==> config.mk <==
export PLATFORM = sky130hd
export DESIGN_NAME = dcount_evt_timer
export DESIGN_NICKNAME = d
export VERILOG_FILES = /design/src/rtl/dcevt_pkg.sv /design/src/rtl/dcevt_prescale.sv /design/src/rtl/dcevt_counter.sv /design/src/rtl/dcevt_regs.sv /design/src/rtl/dcount_evt_timer.sv
export SDC_FILE = /design/constraint.sdc
export NUM_CORES = 1
export LEC_CHECK = 0
export ABC_AREA = 1
export BUFFER_PORTS_ARGS = -buffer_cell sky130_fd_sc_hd__buf_2
export CAP_MARGIN = 20
export CORE_ASPECT_RATIO = 1.75
export CORE_UTILIZATION = 55
export CTS_CLUSTER_SIZE = 20
export DETAILED_ROUTE_END_ITERATION = 10
export PLACE_DENSITY = 0.82
export REMOVE_ABC_BUFFERS = 1
export SLEW_MARGIN = 10
export SYNTH_ARGS = -nofsm -noshare
export SYNTH_HDL_FRONTEND = slang
export SYNTH_SLANG_ARGS = --single-unit
==> constraint.sdc <==
create_clock -name clk -period 2.2 [get_ports clk]
set_input_delay 0.22 -clock clk [delete_from_list [all_inputs] [get_ports clk]]
set_output_delay 0.22 -clock clk [all_outputs]
set_load 0.005 [all_outputs]
==> src/rtl/dcevt_pkg.sv <==
package dcevt_pkg;

   // Register selector taken from byte address bits [3:2]
   typedef enum logic [1:0] {
      SEL_RELOAD = 2'd0,
      SEL_LIVE   = 2'd1,
      SEL_CTRL   = 2'd2,
      SEL_STAT   = 2'd3
   } reg_sel_e;

   // Control image bit positions
   localparam int unsigned BIT_RUN      = 0;
   localparam int unsigned BIT_REPEAT   = 1;
   localparam int unsigned BIT_IRQ_EN   = 2;
   localparam int unsigned DIV_LSB      = 8;

   // Status bit position
   localparam int unsigned BIT_EVT      = 0;

endpackage

==> src/rtl/dcevt_prescale.sv <==
module dcevt_prescale #(
   parameter int unsigned DIV_W = 8
) (
   input  logic             clk,
   input  logic             rst_n,
   input  logic             run,
   input  logic             restart,
   input  logic [DIV_W-1:0] div_val,
   output logic             tick
);

   logic [DIV_W-1:0] phase_q;

   assign tick = run && (phase_q == div_val);

   always_ff @(posedge clk) begin
      if (!rst_n) begin
         phase_q <= '0;
      end else if (!run || restart || tick) begin
         phase_q <= '0;
      end else begin
         phase_q <= phase_q + DIV_W'(1);
      end
   end

endmodule

==> src/rtl/dcevt_counter.sv <==
module dcevt_counter #(
   parameter int unsigned CNT_W = 32
) (
   input  logic             clk,
   input  logic             rst_n,
   input  logic             wr_reload,
   input  logic             wr_live,
   input  logic [CNT_W-1:0] wr_val,
   input  logic             tick,
   input  logic             repeat_en,
   output logic [CNT_W-1:0] reload_q,
   output logic [CNT_W-1:0] live_q,
   output logic             expire
);

   localparam logic [CNT_W-1:0] ONE = CNT_W'(1);

   logic sw_touch;
   logic at_one;

   assign sw_touch = wr_reload || wr_live;
   assign at_one   = (live_q == ONE);
   // software writes win over the tick in the same cycle
   assign expire   = tick && at_one && !sw_touch;

   always_ff @(posedge clk) begin
      if (!rst_n) begin
         reload_q <= '0;
         live_q   <= '0;
      end else begin
         if (wr_reload) begin
            reload_q <= wr_val;
         end
         if (sw_touch) begin
            live_q <= wr_val;
         end else if (tick) begin
            if (at_one) begin
               live_q <= repeat_en ? reload_q : '0;
            end else if (live_q != '0) begin
               live_q <= live_q - ONE;
            end else if (repeat_en) begin
               live_q <= reload_q;
            end
         end
      end
   end

endmodule

==> src/rtl/dcevt_regs.sv <==
module dcevt_regs
   import dcevt_pkg::*;
#(
   parameter int unsigned DATA_W = 32,
   parameter int unsigned ADDR_W = 4,
   parameter int unsigned CNT_W  = 32,
   parameter int unsigned DIV_W  = 8
) (
   input  logic              clk,
   input  logic              rst_n,
   input  logic [ADDR_W-1:0] bus_addr,
   input  logic              bus_we,
   input  logic [DATA_W-1:0] bus_wdata,
   input  logic              expire,
   input  logic [CNT_W-1:0]  reload_q,
   input  logic [CNT_W-1:0]  live_q,
   output logic              run_en,
   output logic              repeat_en,
   output logic              irq_en,
   output logic [DIV_W-1:0]  div_val,
   output logic              evt_q,
   output logic              wr_reload,
   output logic              wr_live,
   output logic              wr_ctrl,
   output logic [DATA_W-1:0] bus_rdata
);

   localparam logic [DATA_W-1:0] CTRL_MASK =
      (DATA_W'(1) << BIT_RUN) | (DATA_W'(1) << BIT_REPEAT) |
      (DATA_W'(1) << BIT_IRQ_EN) |
      (((DATA_W'(1) << DIV_W) - DATA_W'(1)) << DIV_LSB);

   logic              upper_ok;
   logic              hit;
   logic              wr_stat;
   reg_sel_e          sel;
   logic [DATA_W-1:0] ctrl_img_q;

   generate
      if (ADDR_W > 4) begin : g_wide_addr
         assign upper_ok = (bus_addr[ADDR_W-1:4] == '0);
      end else begin : g_narrow_addr
         assign upper_ok = 1'b1;
      end
   endgenerate

   assign sel       = reg_sel_e'(bus_addr[3:2]);
   assign hit       = upper_ok && (bus_addr[1:0] == 2'b00);
   assign wr_reload = bus_we && hit && (sel == SEL_RELOAD);
   assign wr_live   = bus_we && hit && (sel == SEL_LIVE);
   assign wr_ctrl   = bus_we && hit && (sel == SEL_CTRL);
   assign wr_stat   = bus_we && hit && (sel == SEL_STAT);

   assign run_en    = ctrl_img_q[BIT_RUN];
   assign repeat_en = ctrl_img_q[BIT_REPEAT];
   assign irq_en    = ctrl_img_q[BIT_IRQ_EN];
   assign div_val   = ctrl_img_q[DIV_LSB +: DIV_W];

   always_ff @(posedge clk) begin
      if (!rst_n) begin
         ctrl_img_q <= '0;
         evt_q      <= 1'b0;
      end else begin
         if (wr_ctrl) begin
            ctrl_img_q <= bus_wdata & CTRL_MASK;
         end
         // hardware set outranks a software clear
         if (expire) begin
            evt_q <= 1'b1;
         end else if (wr_stat && bus_wdata[BIT_EVT]) begin
            evt_q <= 1'b0;
         end
      end
   end

   always_comb begin
      bus_rdata = '0;
      if (hit) begin
         unique case (sel)
            SEL_RELOAD: bus_rdata[CNT_W-1:0] = reload_q;
            SEL_LIVE:   bus_rdata[CNT_W-1:0] = live_q;
            SEL_CTRL:   bus_rdata            = ctrl_img_q;
            SEL_STAT:   bus_rdata[BIT_EVT]   = evt_q;
            default:    bus_rdata            = '0;
         endcase
      end
   end

endmodule

==> src/rtl/dcount_evt_timer.sv <==
module dcount_evt_timer
   import dcevt_pkg::*;
#(
   parameter int unsigned DATA_W = 32,
   parameter int unsigned ADDR_W = 4,
   parameter int unsigned CNT_W  = 32,
   parameter int unsigned DIV_W  = 8
) (
   input  logic              clk,
   input  logic              rst_n,
   input  logic [ADDR_W-1:0] bus_addr,
   input  logic              bus_we,
   input  logic [DATA_W-1:0] bus_wdata,
   output logic [DATA_W-1:0] bus_rdata,
   output logic              irq_out
);

   generate
      if (ADDR_W < 4) begin : g_bad_addr
         $error("dcount_evt_timer: ADDR_W must cover four word registers");
      end
      if (CNT_W > DATA_W || CNT_W < 2) begin : g_bad_cnt
         $error("dcount_evt_timer: CNT_W must lie in 2..DATA_W");
      end
      if (DIV_W < 1 || DIV_LSB + DIV_W > DATA_W) begin : g_bad_div
         $error("dcount_evt_timer: divider field does not fit the control word");
      end
   endgenerate

   logic             run_en;
   logic             repeat_en;
   logic             irq_en;
   logic [DIV_W-1:0] div_val;
   logic             evt_q;
   logic             wr_reload;
   logic             wr_live;
   logic             wr_ctrl;
   logic             tick;
   logic             expire;
   logic [CNT_W-1:0] reload_q;
   logic [CNT_W-1:0] live_q;

   dcevt_regs #(
      .DATA_W (DATA_W),
      .ADDR_W (ADDR_W),
      .CNT_W  (CNT_W),
      .DIV_W  (DIV_W)
   ) u_regs (
      .clk       (clk),
      .rst_n     (rst_n),
      .bus_addr  (bus_addr),
      .bus_we    (bus_we),
      .bus_wdata (bus_wdata),
      .expire    (expire),
      .reload_q  (reload_q),
      .live_q    (live_q),
      .run_en    (run_en),
      .repeat_en (repeat_en),
      .irq_en    (irq_en),
      .div_val   (div_val),
      .evt_q     (evt_q),
      .wr_reload (wr_reload),
      .wr_live   (wr_live),
      .wr_ctrl   (wr_ctrl),
      .bus_rdata (bus_rdata)
   );

   dcevt_prescale #(
      .DIV_W (DIV_W)
   ) u_prescale (
      .clk     (clk),
      .rst_n   (rst_n),
      .run     (run_en),
      .restart (wr_ctrl || wr_reload || wr_live),
      .div_val (div_val),
      .tick    (tick)
   );

   dcevt_counter #(
      .CNT_W (CNT_W)
   ) u_counter (
      .clk       (clk),
      .rst_n     (rst_n),
      .wr_reload (wr_reload),
      .wr_live   (wr_live),
      .wr_val    (bus_wdata[CNT_W-1:0]),
      .tick      (tick),
      .repeat_en (repeat_en),
      .reload_q  (reload_q),
      .live_q    (live_q),
      .expire    (expire)
   );

   assign irq_out = evt_q && irq_en;

endmodule

==> metrics.csv <==
stage,metric,value,unit
clock_tree,cts_buffers,9,
global_routing,grt_pass1_vias,6581,
power_and_ir_drop,total_power,6.45,mW
timing,setup_viol,0,
place,gp_congestion,1.04,
floorplanning,die_area,11100,um2
worst_setup_path,timing.reg2reg.setup_slack,140,ps
clock_tree,cts_resized,0,
route,firstDrtPassIters,5,
worst_setup_path,crit_type,reg2reg,
final_layout,n_fill_cell,1006,
synthesis,synth_edf_count,0,
timing,slew_headroom,48.6,%
place,hpwl,14100,um
route,drt_iter0_drc,515,
clock_tree,path_clk_slew,70,ps
min_path,hold_class,in2reg,
power_and_ir_drop,powerDensity,938,nW/um2
synthesis,postSynthAreaPerCell,5.98,um2
route,ant_nets,0,
synthesis,yosysWarnings,0,
timing,whs,137,ps
clock_tree,post_cts_buffers,0,
floorplanning,core-area,10300,um2
clock_tree,cts.root.buffer_cell,clkbuf_16,
worst_setup_path,cp_common_cell,nor3_1,
floorplanning,start_util,57.0,%
final_layout,final_area,6870,um2
global_routing,grt.total_usage,35.7,%
worst_setup_path,crit_required,2440,ps
synthesis,ys_seq_area_share,28.7,%
synthesis,syn_area,5870,um2
worst_setup_path,path_buf_inv,2,
route,vias,6702,
timing,fin_worst_skew,5.55,ps
worst_setup_path,slowest_stage,nor3_1,
final_layout,layout-drive-gt1-share,16.1,%
power_and_ir_drop,p_leak,3.30,nW
synthesis,synth-main-ff-cell,dfxtp_1,
synthesis,synthArstFlopShare,0,%
route,routed_wl,18900,um
timing,drv_slew,0,
final_layout,num-nets-final,1105,
timing,fin_ws,138,ps
timing,rsz0062_at_grt,no,
worst_setup_path,crit_arrival,2300,ps
synthesis,ys_ff_latch,84,
place,place_area,6500,um2
job,maxCapViolations,0,
synthesis,synthCells,982,
timing,finalCriticalPeriod,2060,ps
global_routing,grt_max_degree,33,
clock_tree,clockBufferDepth,2,
synthesis,yosysUniqueCellTypes,36,
clock_tree,cts_tree,yes,
timing,min_period_over_period,93.7,%
global_routing,grt_first_pass_wirelength,30700,um
final_layout,final_common_cell,nand2_1,
floorplanning,chipHeight,139,um
place,dp_slack,105,ps
clock_tree,cts_max_level,3,
worst_setup_path,critPathTopFamily,simple AND/OR/NAND/NOR gates,
worst_setup_path,crit_path_start_kind,flop,
route,viasPerCell,5.61,
final_layout,diodes,0,
worst_setup_path,cp_max_fo,12,
run_status,status,"complete, no violations",
clock_tree,clock_latency,340,ps
route,wl_per_cell,15.8,um
timing,hold_viol,0,
clock_tree,clkSinkCount,84,
final_layout,seq_area,1680,um2
clock_tree,cts_hold_buffers,0,
floorplanning,ios,72,
place,io_buffers,71,
floorplanning,rows,49,
final_layout,layout_common_cells,"284 x nand2_1, 113 x nor2_1, 112 x inv_1",
worst_setup_path,crit_chain,inv_1 > nand2_1 > nand3_1 > nand3b_1 > nor3_1 > nand2_4 > buf_12 > nor3_1 > nor2_1,
timing,worstMarginPinSlew,770,ps
power_and_ir_drop,vdd_ir_drop_max,0.791,mV
global_routing,antenna_found_initial,0,
worst_setup_path,crit_path_max_incr_delay,470,ps
final_layout,multi_input_area,3550,um2
timing,fmax,485,MHz
worst_setup_path,worst_setup_path_end_kind,flop,
final_layout,syn_to_final_growth,17.1,%
route,drc,0,
global_routing,grt_overflow,0,
floorplanning,die_w,80.1,um
==> through the flow <==
step / cells / utilization (%) / TNS [ps]
4_1_cts: 1195 / 66.5 / 0
5_1_grt: 1195 / 66.7 / 0
2_1_floorplan: 940 / - / -2710
3_3_place_gp: 1179 / 63.2 / 0
3_5_place_dp: 1179 / 63.2 / 0
6_report: 1195 / 66.7 / 0
==> worst min-delay path: cells and delay by family <==
family                 cells  cell delay [ps]
AO/OA/AOI/OAI              1               50
AND/OR/NAND/NOR            1               50
buffers and inverters      1              100
==> power breakdown <==
part           leakage, nW  switching (mW)  total, mW  internal, mW
combinational         2.45            1.98       3.03          1.04
sequential           0.680          0.0711       1.66          1.59
clock                0.167           0.650       1.76          1.11
total                 3.30            2.70       6.45          3.74
==> routing by layer <==
layer  vias up  GRT usage [%]  part of all wire, %
li1       3296              -                    -
met1      3010           35.7                   35
met2       307           64.4                   52
met3        89           6.51                  6.6
met4         0           24.8                  6.2
met5         -              0                    0
==> final timing paths <==
path / from / endpoint / cells after the start
max reg2reg: u_prescale.phase_q[4]$_SDFF_PP0_ / u_counter.live_q[0]$_SDFFE_PN0P_ / 9
max: u_prescale.phase_q[4]$_SDFF_PP0_ / u_counter.live_q[0]$_SDFFE_PN0P_ / 9
min reg2reg: u_counter.reload_q[16]$_SDFFE_PN0P_ / u_counter.reload_q[16]$_SDFFE_PN0P_ / 2
min: bus_wdata[24] / u_counter.reload_q[24]$_SDFFE_PN0P_ / 3
==> layout make-up <==
type                       instances  share of cell area [%]
multi-input combinational        738                    51.7
sequential                        84                    24.5
timing repair buffer             112                    10.0
inverter                         118                    6.50
clock buffer                      10                    3.33
tap                              127                    2.31
clock inverter                     6                    1.64
==> sequential cells by signal (all words and copies together), names as in the netlist <==
signal,flops
u_regs.ctrl_img_q,11
u_regs.evt_q,1
u_counter.live_q,32
u_prescale.phase_q,8
u_counter.reload_q,32
==> cell families (layout without fill, tap and decap cells) <==
group / count (synthesis) / count (layout) / synth area share [%]
AND/OR/NAND/NOR: 517 / 517 / 38.5
AO/OA/AOI/OAI: 195 / 195 / 17.7
flip-flops: 84 / 84 / 28.7
XOR/XNOR: 23 / 23 / 3.43
adder cells (fa/ha/maj): 3 / 3 / 0.640
buffers and inverters: 160 / 246 / 11.1
==> synth_stat cells, types with 2 or more instances <==
library cell	count	area, um2
nor3_2	2	20.0
o211ai_1	6	45.0
nand3b_1	4	30.0
nor2_1	113	424
inv_2	3	11.3
ha_1	3	37.5
nand4_1	10	62.6
o21ai_0	72	360
a221oi_1	2	17.5
buf_6	3	33.8
clkbuf_1	26	97.6
nand2_1	284	1070
xor2_1	14	123
nor2_2	13	81.3
clkinv_1	2	7.51
dfxtp_1	84	1680
buf_2	7	35.0
xnor2_1	9	78.8
o21bai_1	6	45.0
a21oi_1	97	485
nor3_1	6	30.0
o22ai_1	8	50.1
nor2_4	8	90.1
or2_2	4	25.0
nand3_2	2	20.0
inv_1	113	424
o221ai_1	2	17.5
nand2_2	6	37.5
nand3_1	59	295
nand2_4	3	33.8
buf_4	6	45.0
No activity file was read; power rests on OpenSTA's default activity.
